<file path="config.mk">
export PLATFORM = sky130hd
export DESIGN_NAME = operand_addr_gen
export DESIGN_NICKNAME = d
export VERILOG_FILES = /design/src/rtl/oag_pkg.sv /design/src/rtl/oag_ea_unit.sv /design/src/rtl/oag_sequencer.sv /design/src/rtl/operand_addr_gen.sv
export SDC_FILE = /design/constraint.sdc
export NUM_CORES = 1
export LEC_CHECK = 0
export BUFFER_PORTS_ARGS = -buffer_cell sky130_fd_sc_hd__buf_2
export CAP_MARGIN = 25
export CORE_AREA = 2 2 195 197
export DETAILED_ROUTE_END_ITERATION = 8
export DIE_AREA = 0 0 197 199
export GPL_ROUTABILITY_DRIVEN = 1
export PLACE_DENSITY_LB_ADDON = 0.1
export SETUP_SLACK_MARGIN = 0.4
export SLEW_MARGIN = 20
export SYNTH_ARGS = -nofsm -noshare
export SYNTH_HDL_FRONTEND = slang
export SYNTH_SLANG_ARGS = --single-unit
</file>
<file path="constraint.sdc">
create_clock -name clk -period 2.36 [get_ports clk]
set_input_delay 0.236 -clock clk [delete_from_list [all_inputs] [get_ports clk]]
set_output_delay 0.236 -clock clk [all_outputs]
set_load 0.01 [all_outputs]
</file>
<file path="src/rtl/oag_pkg.sv">
package oag_pkg;

  localparam int unsigned MODE_W = 4;
  localparam int unsigned SIZE_W = 2;

  typedef enum logic [MODE_W-1:0] {
    AM_REG     = 4'd0,
    AM_IMM     = 4'd1,
    AM_DISP    = 4'd2,
    AM_RIND    = 4'd3,
    AM_INDEX   = 4'd4,
    AM_ABS     = 4'd5,
    AM_MIND    = 4'd6,
    AM_POSTINC = 4'd7,
    AM_PREDEC  = 4'd8,
    AM_SCALED  = 4'd9
  } amode_e;

  typedef enum logic [2:0] {
    S_IDLE,
    S_RD1,
    S_CAP1,
    S_CAP2,
    S_DONE
  } seq_e;

  function automatic logic mode_legal(input logic [MODE_W-1:0] m);
    return m <= AM_SCALED;
  endfunction

  function automatic logic mode_has_wb(input logic [MODE_W-1:0] m);
    return (m == AM_POSTINC) || (m == AM_PREDEC);
  endfunction

  function automatic logic mode_no_mem(input logic [MODE_W-1:0] m);
    return (m == AM_REG) || (m == AM_IMM);
  endfunction

endpackage

</file>
<file path="src/rtl/oag_ea_unit.sv">
module oag_ea_unit
  import oag_pkg::*;
#(
  parameter int unsigned WORD_W = 32
) (
  input  logic [MODE_W-1:0] mode_i,
  input  logic [SIZE_W-1:0] size_i,
  input  logic [WORD_W-1:0] base_i,
  input  logic [WORD_W-1:0] index_i,
  input  logic [WORD_W-1:0] konst_i,
  output logic [WORD_W-1:0] ea_o,
  output logic [WORD_W-1:0] wb_val_o
);

  logic [WORD_W-1:0] step;
  logic [WORD_W-1:0] scaled_idx;
  logic [WORD_W-1:0] base_inc;
  logic [WORD_W-1:0] base_dec;

  // operand size in bytes and index scaling are both a shift by the size code
  always_comb begin
    step       = WORD_W'(1) << size_i;
    scaled_idx = index_i << size_i;
    base_inc   = base_i + step;
    base_dec   = base_i - step;
  end

  always_comb begin
    unique case (mode_i)
      AM_DISP:    ea_o = konst_i + base_i;
      AM_RIND,
      AM_MIND,
      AM_POSTINC: ea_o = base_i;
      AM_INDEX:   ea_o = base_i + index_i;
      AM_ABS:     ea_o = konst_i;
      AM_PREDEC:  ea_o = base_dec;
      AM_SCALED:  ea_o = konst_i + base_i + scaled_idx;
      default:    ea_o = '0;
    endcase
    wb_val_o = (mode_i == AM_PREDEC) ? base_dec : base_inc;
  end

endmodule

</file>
<file path="src/rtl/oag_sequencer.sv">
module oag_sequencer
  import oag_pkg::*;
#(
  parameter int unsigned WORD_W = 32
) (
  input  logic              clk,
  input  logic              rst_n,
  input  logic              req_valid_i,
  output logic              req_ready_o,
  input  logic [MODE_W-1:0] mode_i,
  input  logic [WORD_W-1:0] base_i,
  input  logic [WORD_W-1:0] imm_i,
  input  logic [WORD_W-1:0] ea_i,
  input  logic [WORD_W-1:0] wb_val_i,
  output logic              mem_rd_en_o,
  output logic [WORD_W-1:0] mem_addr_o,
  input  logic [WORD_W-1:0] mem_rdata_i,
  output logic              res_valid_o,
  input  logic              res_ready_i,
  output logic [WORD_W-1:0] res_data_o,
  output logic              res_illegal_o,
  output logic              wb_en_o,
  output logic [WORD_W-1:0] wb_data_o
);

  seq_e              state_q;
  logic [MODE_W-1:0] mode_q;
  logic [WORD_W-1:0] addr_q;
  logic [WORD_W-1:0] data_q;
  logic [WORD_W-1:0] wbv_q;
  logic              ill_q;
  logic              accept;
  logic              chase;

  assign accept = req_valid_i && (state_q == S_IDLE);
  assign chase  = (mode_q == AM_MIND);

  always_ff @(posedge clk or negedge rst_n) begin
    if (!rst_n) begin
      state_q <= S_IDLE;
      mode_q  <= '0;
      addr_q  <= '0;
      data_q  <= '0;
      wbv_q   <= '0;
      ill_q   <= 1'b0;
    end else begin
      unique case (state_q)
        S_IDLE: begin
          if (accept) begin
            mode_q <= mode_i;
            addr_q <= ea_i;
            wbv_q  <= wb_val_i;
            ill_q  <= !mode_legal(mode_i);
            if (!mode_legal(mode_i)) begin
              data_q  <= '0;
              state_q <= S_DONE;
            end else if (mode_no_mem(mode_i)) begin
              data_q  <= (mode_i == AM_REG) ? base_i : imm_i;
              state_q <= S_DONE;
            end else begin
              state_q <= S_RD1;
            end
          end
        end
        S_RD1:  state_q <= S_CAP1;
        S_CAP1: begin
          if (chase) begin
            state_q <= S_CAP2;
          end else begin
            data_q  <= mem_rdata_i;
            state_q <= S_DONE;
          end
        end
        S_CAP2: begin
          data_q  <= mem_rdata_i;
          state_q <= S_DONE;
        end
        S_DONE: begin
          if (res_ready_i) begin
            ill_q   <= 1'b0;
            state_q <= S_IDLE;
          end
        end
        default: state_q <= S_IDLE;
      endcase
    end
  end

  // first read from the latched address; a pointer chase reissues with returned data
  always_comb begin
    req_ready_o   = (state_q == S_IDLE);
    mem_rd_en_o   = (state_q == S_RD1) || ((state_q == S_CAP1) && chase);
    mem_addr_o    = (state_q == S_CAP1) ? mem_rdata_i : addr_q;
    res_valid_o   = (state_q == S_DONE);
    res_data_o    = data_q;
    res_illegal_o = (state_q == S_DONE) && ill_q;
    wb_en_o       = (state_q == S_DONE) && mode_has_wb(mode_q);
    wb_data_o     = wbv_q;
  end

  // result held under back-pressure
  a_r11_result_hold: assert property (@(posedge clk) disable iff (!rst_n)
    res_valid_o && !res_ready_i |=> res_valid_o && $stable(res_data_o)
      && $stable(res_illegal_o) && $stable(wb_en_o) && $stable(wb_data_o));

  // no request taken while a read is in flight
  a_r1_busy_on_read: assert property (@(posedge clk) disable iff (!rst_n)
    mem_rd_en_o |-> !req_ready_o);

  // read data is consumed in the cycle after the strobe, never skipped
  a_r12_read_gap: assert property (@(posedge clk) disable iff (!rst_n)
    mem_rd_en_o |=> !res_valid_o);

  // write-back only alongside a valid result
  a_r10_wb_with_done: assert property (@(posedge clk) disable iff (!rst_n)
    wb_en_o |-> res_valid_o);

  // illegal result never writes back
  a_r9_illegal_no_wb: assert property (@(posedge clk) disable iff (!rst_n)
    res_valid_o && res_illegal_o |-> !wb_en_o);

endmodule

</file>
<file path="src/rtl/operand_addr_gen.sv">
module operand_addr_gen
  import oag_pkg::*;
#(
  parameter int unsigned WORD_W = 32
) (
  input  logic              clk,
  input  logic              rst_n,
  input  logic              req_valid,
  output logic              req_ready,
  input  logic [MODE_W-1:0] req_mode,
  input  logic [SIZE_W-1:0] req_size,
  input  logic [WORD_W-1:0] req_base,
  input  logic [WORD_W-1:0] req_index,
  input  logic [WORD_W-1:0] req_const,
  input  logic [WORD_W-1:0] req_imm,
  output logic              mem_rd_en,
  output logic [WORD_W-1:0] mem_addr,
  input  logic [WORD_W-1:0] mem_rdata,
  output logic              res_valid,
  input  logic              res_ready,
  output logic [WORD_W-1:0] res_data,
  output logic              res_illegal,
  output logic              wb_en,
  output logic [WORD_W-1:0] wb_data
);

  logic [WORD_W-1:0] ea;
  logic [WORD_W-1:0] wb_val;

  oag_ea_unit #(.WORD_W(WORD_W)) ea_u (
    .mode_i   (req_mode),
    .size_i   (req_size),
    .base_i   (req_base),
    .index_i  (req_index),
    .konst_i  (req_const),
    .ea_o     (ea),
    .wb_val_o (wb_val)
  );

  oag_sequencer #(.WORD_W(WORD_W)) seq_u (
    .clk           (clk),
    .rst_n         (rst_n),
    .req_valid_i   (req_valid),
    .req_ready_o   (req_ready),
    .mode_i        (req_mode),
    .base_i        (req_base),
    .imm_i         (req_imm),
    .ea_i          (ea),
    .wb_val_i      (wb_val),
    .mem_rd_en_o   (mem_rd_en),
    .mem_addr_o    (mem_addr),
    .mem_rdata_i   (mem_rdata),
    .res_valid_o   (res_valid),
    .res_ready_i   (res_ready),
    .res_data_o    (res_data),
    .res_illegal_o (res_illegal),
    .wb_en_o       (wb_en),
    .wb_data_o     (wb_data)
  );

endmodule

</file>
**Word-level counts from Yosys, hierarchy flattened**

Cells that the tools add are included.

- Register bits: 104

- Shift operators: 2
- $add $sub $neg: 5
- Equal/unequal tests: 20
- Reductions and logical operators: 17
- $lt $le $gt $ge: 1
- Multiplexer cells: 18

Operators with widths:

| operator | count |
|---|---|
| $mux W32 | 7 |
| $pmux W32 S6 | 1 |
| $add A32 B32 Y32 | 4 |
| $pmux W32 S3 | 1 |
| $shl A1 B2 Y32 const A | 1 |
| $shl A32 B2 Y32 | 1 |
| $sub A32 B32 Y32 | 1 |
| $eq A4 B3 Y1 const B | 6 |
| $mux W3 | 5 |
| $pmux W3 S5 | 1 |
| $eq A4 B4 Y1 const B | 3 |
| $eq A4 B2 Y1 const B | 2 |
| $eq A3 B2 Y1 const B | 2 |
| $eq A4 B1 Y1 const B | 1 |
| $le A4 B4 Y1 const B | 1 |
| $logic_and A1 B1 Y1 | 4 |
| $logic_not A4 Y1 | 1 |
| $ne A2 B1 Y1 const B | 2 |
| $reduce_and A2 Y1 | 2 |
| $reduce_and A4 Y1 | 1 |
| $eq A3 B1 Y1 const B | 1 |
| $eq A3 B3 Y1 const B | 1 |
| $logic_not A3 Y1 | 1 |
| $logic_or A1 B1 Y1 | 3 |
| 9 further kinds | 10 |

**Longest topological paths before layout**

- Word-level depth: 6
- Gate-level depth with buffers: 21
- Depth with buffers taken out: 20

**Modules after synthesis**

From an unflattened synthesis, not the netlist that was laid out.

- Cells, all modules: 1512
- Area, all modules: 13172.6 sq um

Modules (own cells, without submodules):

| module | cells an instance | instances | area each (sq um) |
|---|---|---|---|
| oag_ea_unit | 1126 | 1 | 8030.2 |
| oag_sequencer | 386 | 1 | 5142.4 |

**Least setup slack after synthesis**

OpenSTA, ideal clock, no wires.

- Path type: in2reg
- Start: in req_base[0]
- End: reg seq_u.addr_q[25]
- Stages: 17
- Buffers on the path: 0
- Path slack: -1.617 ns
- Arrival: 3.853 ns
- Data required time: 2.236 ns
- Cells stage by stage: ha_1 > fa_1 > a21o_1 > a21oi_1 > o21ai_0 > xor2_1 > ha_1 > o211ai_1 > and2_1 > o31ai_1 > o2bb2ai_1 > o31ai_2 > a41o_1 > a31o_4 > nand3_2 > mux2i_1 > a211o_1

- Cells in the longest elaborated chain, start to end: 3

RTL lines:

| item | RTL line | source |
|---|---|---|
| from (decl) | operand_addr_gen.sv:12 | `input logic [WORD_W-1:0] req_base,` |
| $add A32 B32 Y32 | oag_ea_unit.sv:30, oag_ea_unit.sv:37 |  |
| $add A32 B32 Y32 | oag_ea_unit.sv:37 | `AM_SCALED: ea_o = konst_i + base_i + scaled_idx;` |
| $pmux W32 S6 * | oag_ea_unit.sv:29 | `unique case (mode_i)` |
| to (signal assigned) | oag_sequencer.sv:51 | `addr_q <= ea_i;` |
| to (decl) | oag_sequencer.sv:28 | `logic [WORD_W-1:0] addr_q;` |

Mark *: on every way between the ends. The rest lies on a longest branch, timed or not.
A chain may end at the register's enable or synchronous reset.

**Final worst setup path**

Ends and elaborated chain as after synthesis.

==> results.toml <==
[outcome]
status = "complete, but fails checks"
violations = "negative setup slack"

[critical_path]
crit_end = "seq_u.addr_q[25]$_DFFE_PN0P_"
r2r-end = "seq_u.addr_q[29]$_DFFE_PN0P_"
startpoint = "req_base[0]"
worstRegToRegCells = 9
path_class = "in2reg"
arrival_ps = 3840
cp_max_fo = 6
crit_required_ps = 2620
cp-end-kind = "register"
regToRegStartpoint = "seq_u.state_q[2]$_DFFE_PN0P_"
worst-r2r-setup-slack_ps = 80
crit_path_start_kind = "input port"

[finish]
drive_above_1_share_pct = 50.69
register_area_sq_um = 2603
nFillCells = 3391
final_nets = 2666
final_util_pct = 58.42
fin_area_sq_um = 21690
layout_common_cells = "buf_4 (469), buf_2 (230), nand2_1 (202)"
syn2layout_area_growth_pct = 69.55
layout_commonest_cell = "buf_4"
multi_input_area_sq_um = 11550

[worst_hold_path]
hp-class = "in2reg"

[die]
core_area_sq_um = 37130
start_util_pct = 34.46
row_count = 71
die_h_um = 199
io_pins = 271
fp.dieW_um = 197
die_area_sq_um = 39200

[route]
viasPerCell = 5.488
vias = 15750
firstDrtPassIters = 7
drtIter0Drc = 1169
wl_um = 62170
wl_per_cell_um = 21.66
ant_nets = 0
drc = 0

[synthesis]
ys_ff_latch = 104
async_flop_share_pct = 100.0
netlist.top_cell.by_area = "dfrtp_1"
synth_cell_types = 91
netlist_instances = 1648
synth_top_area_share_pct = 20.34
syn-num-nets = 1924
synth-main-ff-cell = "dfrtp_1"
ys_warn_count = 0
yosysSeqAreaShare_pct = 20.34
synthTopCellsByArea = "dfrtp_1 (20%), ha_1 (9.9%), a21oi_1 (7.7%)"
synth_enable_flop_cells = 0
syn-mean-instance-area_sq_um = 7.764
netlist_area_sq_um = 12790

[global_route]
grt_max_degree = 56
overflow = 0
grt_usage_pct = 30.60
antenna_found_initial = 1
grt_pass1_vias = 14870
grt_pass1_wl_um = 90550

[power]
ir_drop_mv = 0.3631
p_leak_nw = 10.24
p_per_area_nw_per_um2 = 776.0

[timing]
final.setup_skew_ps = 11.45
layout_min_cycle_time_ps = 3575
finalHoldViolCount = 0
worst_slew_pin_slew_ps = 612.9
setup_viol = 55
fin_tns_setup_ps = -32430
timing.final.ws_setup_ps = -1215
slew_violations = 0
clock.fmax_ghz = 0.2797
post-route-period-util_pct = 151.5
timing.slew.headroom_pct = 59.10
hold_ws_ps = 72.93
rsz0062_at_grt = "yes"

[placement]
gp_congestion = 0.9520
numPortBuffers = 270
placed_area_sq_um = 18510
hpwl_um = 47670
dp_slack_ps = -1791

[clock_network]
numCtsBuffers = 9
cts-root-buf = "clkbuf_16"
cts.clk_slew.worst_paths_ps = 80
worstSkewPairLatency_ps = 370
cts_sinks = 104
clockBufferDepth = 2
cts_tree = "yes"
cts_max_level = 3

[job]
maxCapViolCount = 0
synth_stat cells, types with 11 or more instances:
cell type and n:
clkbuf_1 82, o31ai_1 15, nand3_1 32, o21ai_0 151
nand4_1 13, nor2b_1 17, a221oi_1 31, a211oi_1 11
nor2_1 100, xnor2_1 74, and3_1 13, o21a_1 16
a21o_1 44, mux2i_1 12, nor3_1 30, xor2_1 42
dfrtp_1 104, a31oi_1 20, nand2_1 250, inv_1 35
a21oi_1 197, mux4_2 26, ha_1 101, mux2_2 32
routing by layer:
layer | vias up | part of all wire, % | global-route usage [%]
met5 | - | 0 | 0
met4 | 0 | 2.4 | 7.073
met3 | 80 | 7.4 | 5.256
met2 | 582 | 43 | 45.74
met1 | 7519 | 47 | 45.55
li1 | 7569 | - | -
sequential cells by signal, summed over array words and instances (netlist names):
register	flops
seq_u.addr_q	32
seq_u.ill_q	1
seq_u.wb_data_o	32
seq_u.res_data_o	32
seq_u.state_q	3
seq_u.mode_q	4
worst min path at each step:
stage	cells past startpoint	slack, ps	startpoint	endpoint
4_1_cts	2	90	res_ready	seq_u.state_q[2]$_DFFE_PN0P_
2_1_floorplan	0	-60	rst_n	seq_u.addr_q[0]$_DFFE_PN0P_
3_5_place_dp	1	210	rst_n	seq_u.res_data_o[25]$_DFFE_PN0P_
3_3_place_gp	1	200	rst_n	seq_u.res_data_o[27]$_DFFE_PN0P_
5_1_grt	2	80	res_ready	seq_u.state_q[2]$_DFFE_PN0P_
6_report	2	70	res_ready	seq_u.state_q[2]$_DFFE_PN0P_
power by group:
part	switching (W)	internal, W
logic	0.00593	0.00612
registers	0.000719	0.00261
clock network	0.000728	0.000723
repair_timing:
item | CTS | global route
resized for setup | 285 | 179
hold buffers | 1 | 0
pin swaps | 107 | 113
cloned | 7 | 5
hold endpoints to repair | 29 | 0
setup endpoints to repair | 124 | 125
buffers inserted | 55 | 25
per-stage QoR:
step	std cells	power, W
2_1_floorplan	1648	0.008023
6_report	2870	0.01683
3_5_place_dp	2760	0.01215
3_3_place_gp	2760	0.01207
5_1_grt	2870	0.01787
4_1_cts	2839	0.01555
layout make-up:
class,count,share of cell area (%)
multi-input cells,1408,53.26
repair buffers,832,30.16
flip-flops and latches,104,12.00
well taps,474,2.734
clock buffers,12,1.090
inverters,35,0.6056
clock inverters,4,0.1384
diodes,1,0.01154
kinds of logic (layout without fill, tap and decap cells):
group                    Yosys count  after routing  synth area share [%]
AO/OA/AOI/OAI                    591            591                 29.00
adder cells (fa/ha/maj)          106            106                 10.66
buffers and inverters            136            883                 4.156
other                              0              1                     0
flip-flops                       104            104                 20.34
XOR/XNOR                         120            120                 8.645
multiplexers                      71             71                 8.537
AND/OR/NAND/NOR                  520            520                 18.66
worst max-delay path, cell delays in order:
cell       delay (ps)
buf_8             100
ha_4              160
fa_2              390
nand3_2            90
a21oi_4            60
o21ba_4           230
nor2b_4           140
o21ai_2            70
a21o_1            160
a21oi_2           160
xnor2_2           100
ha_1              350
a22oi_1           100
nand2_1           110
o2bb2ai_4          90
o31ai_2           290
a41o_1            240
a31o_4            240
nand3_2            90
mux2i_1           150
a211o_1           270
No activity file was read; power rests on OpenSTA's default activity.
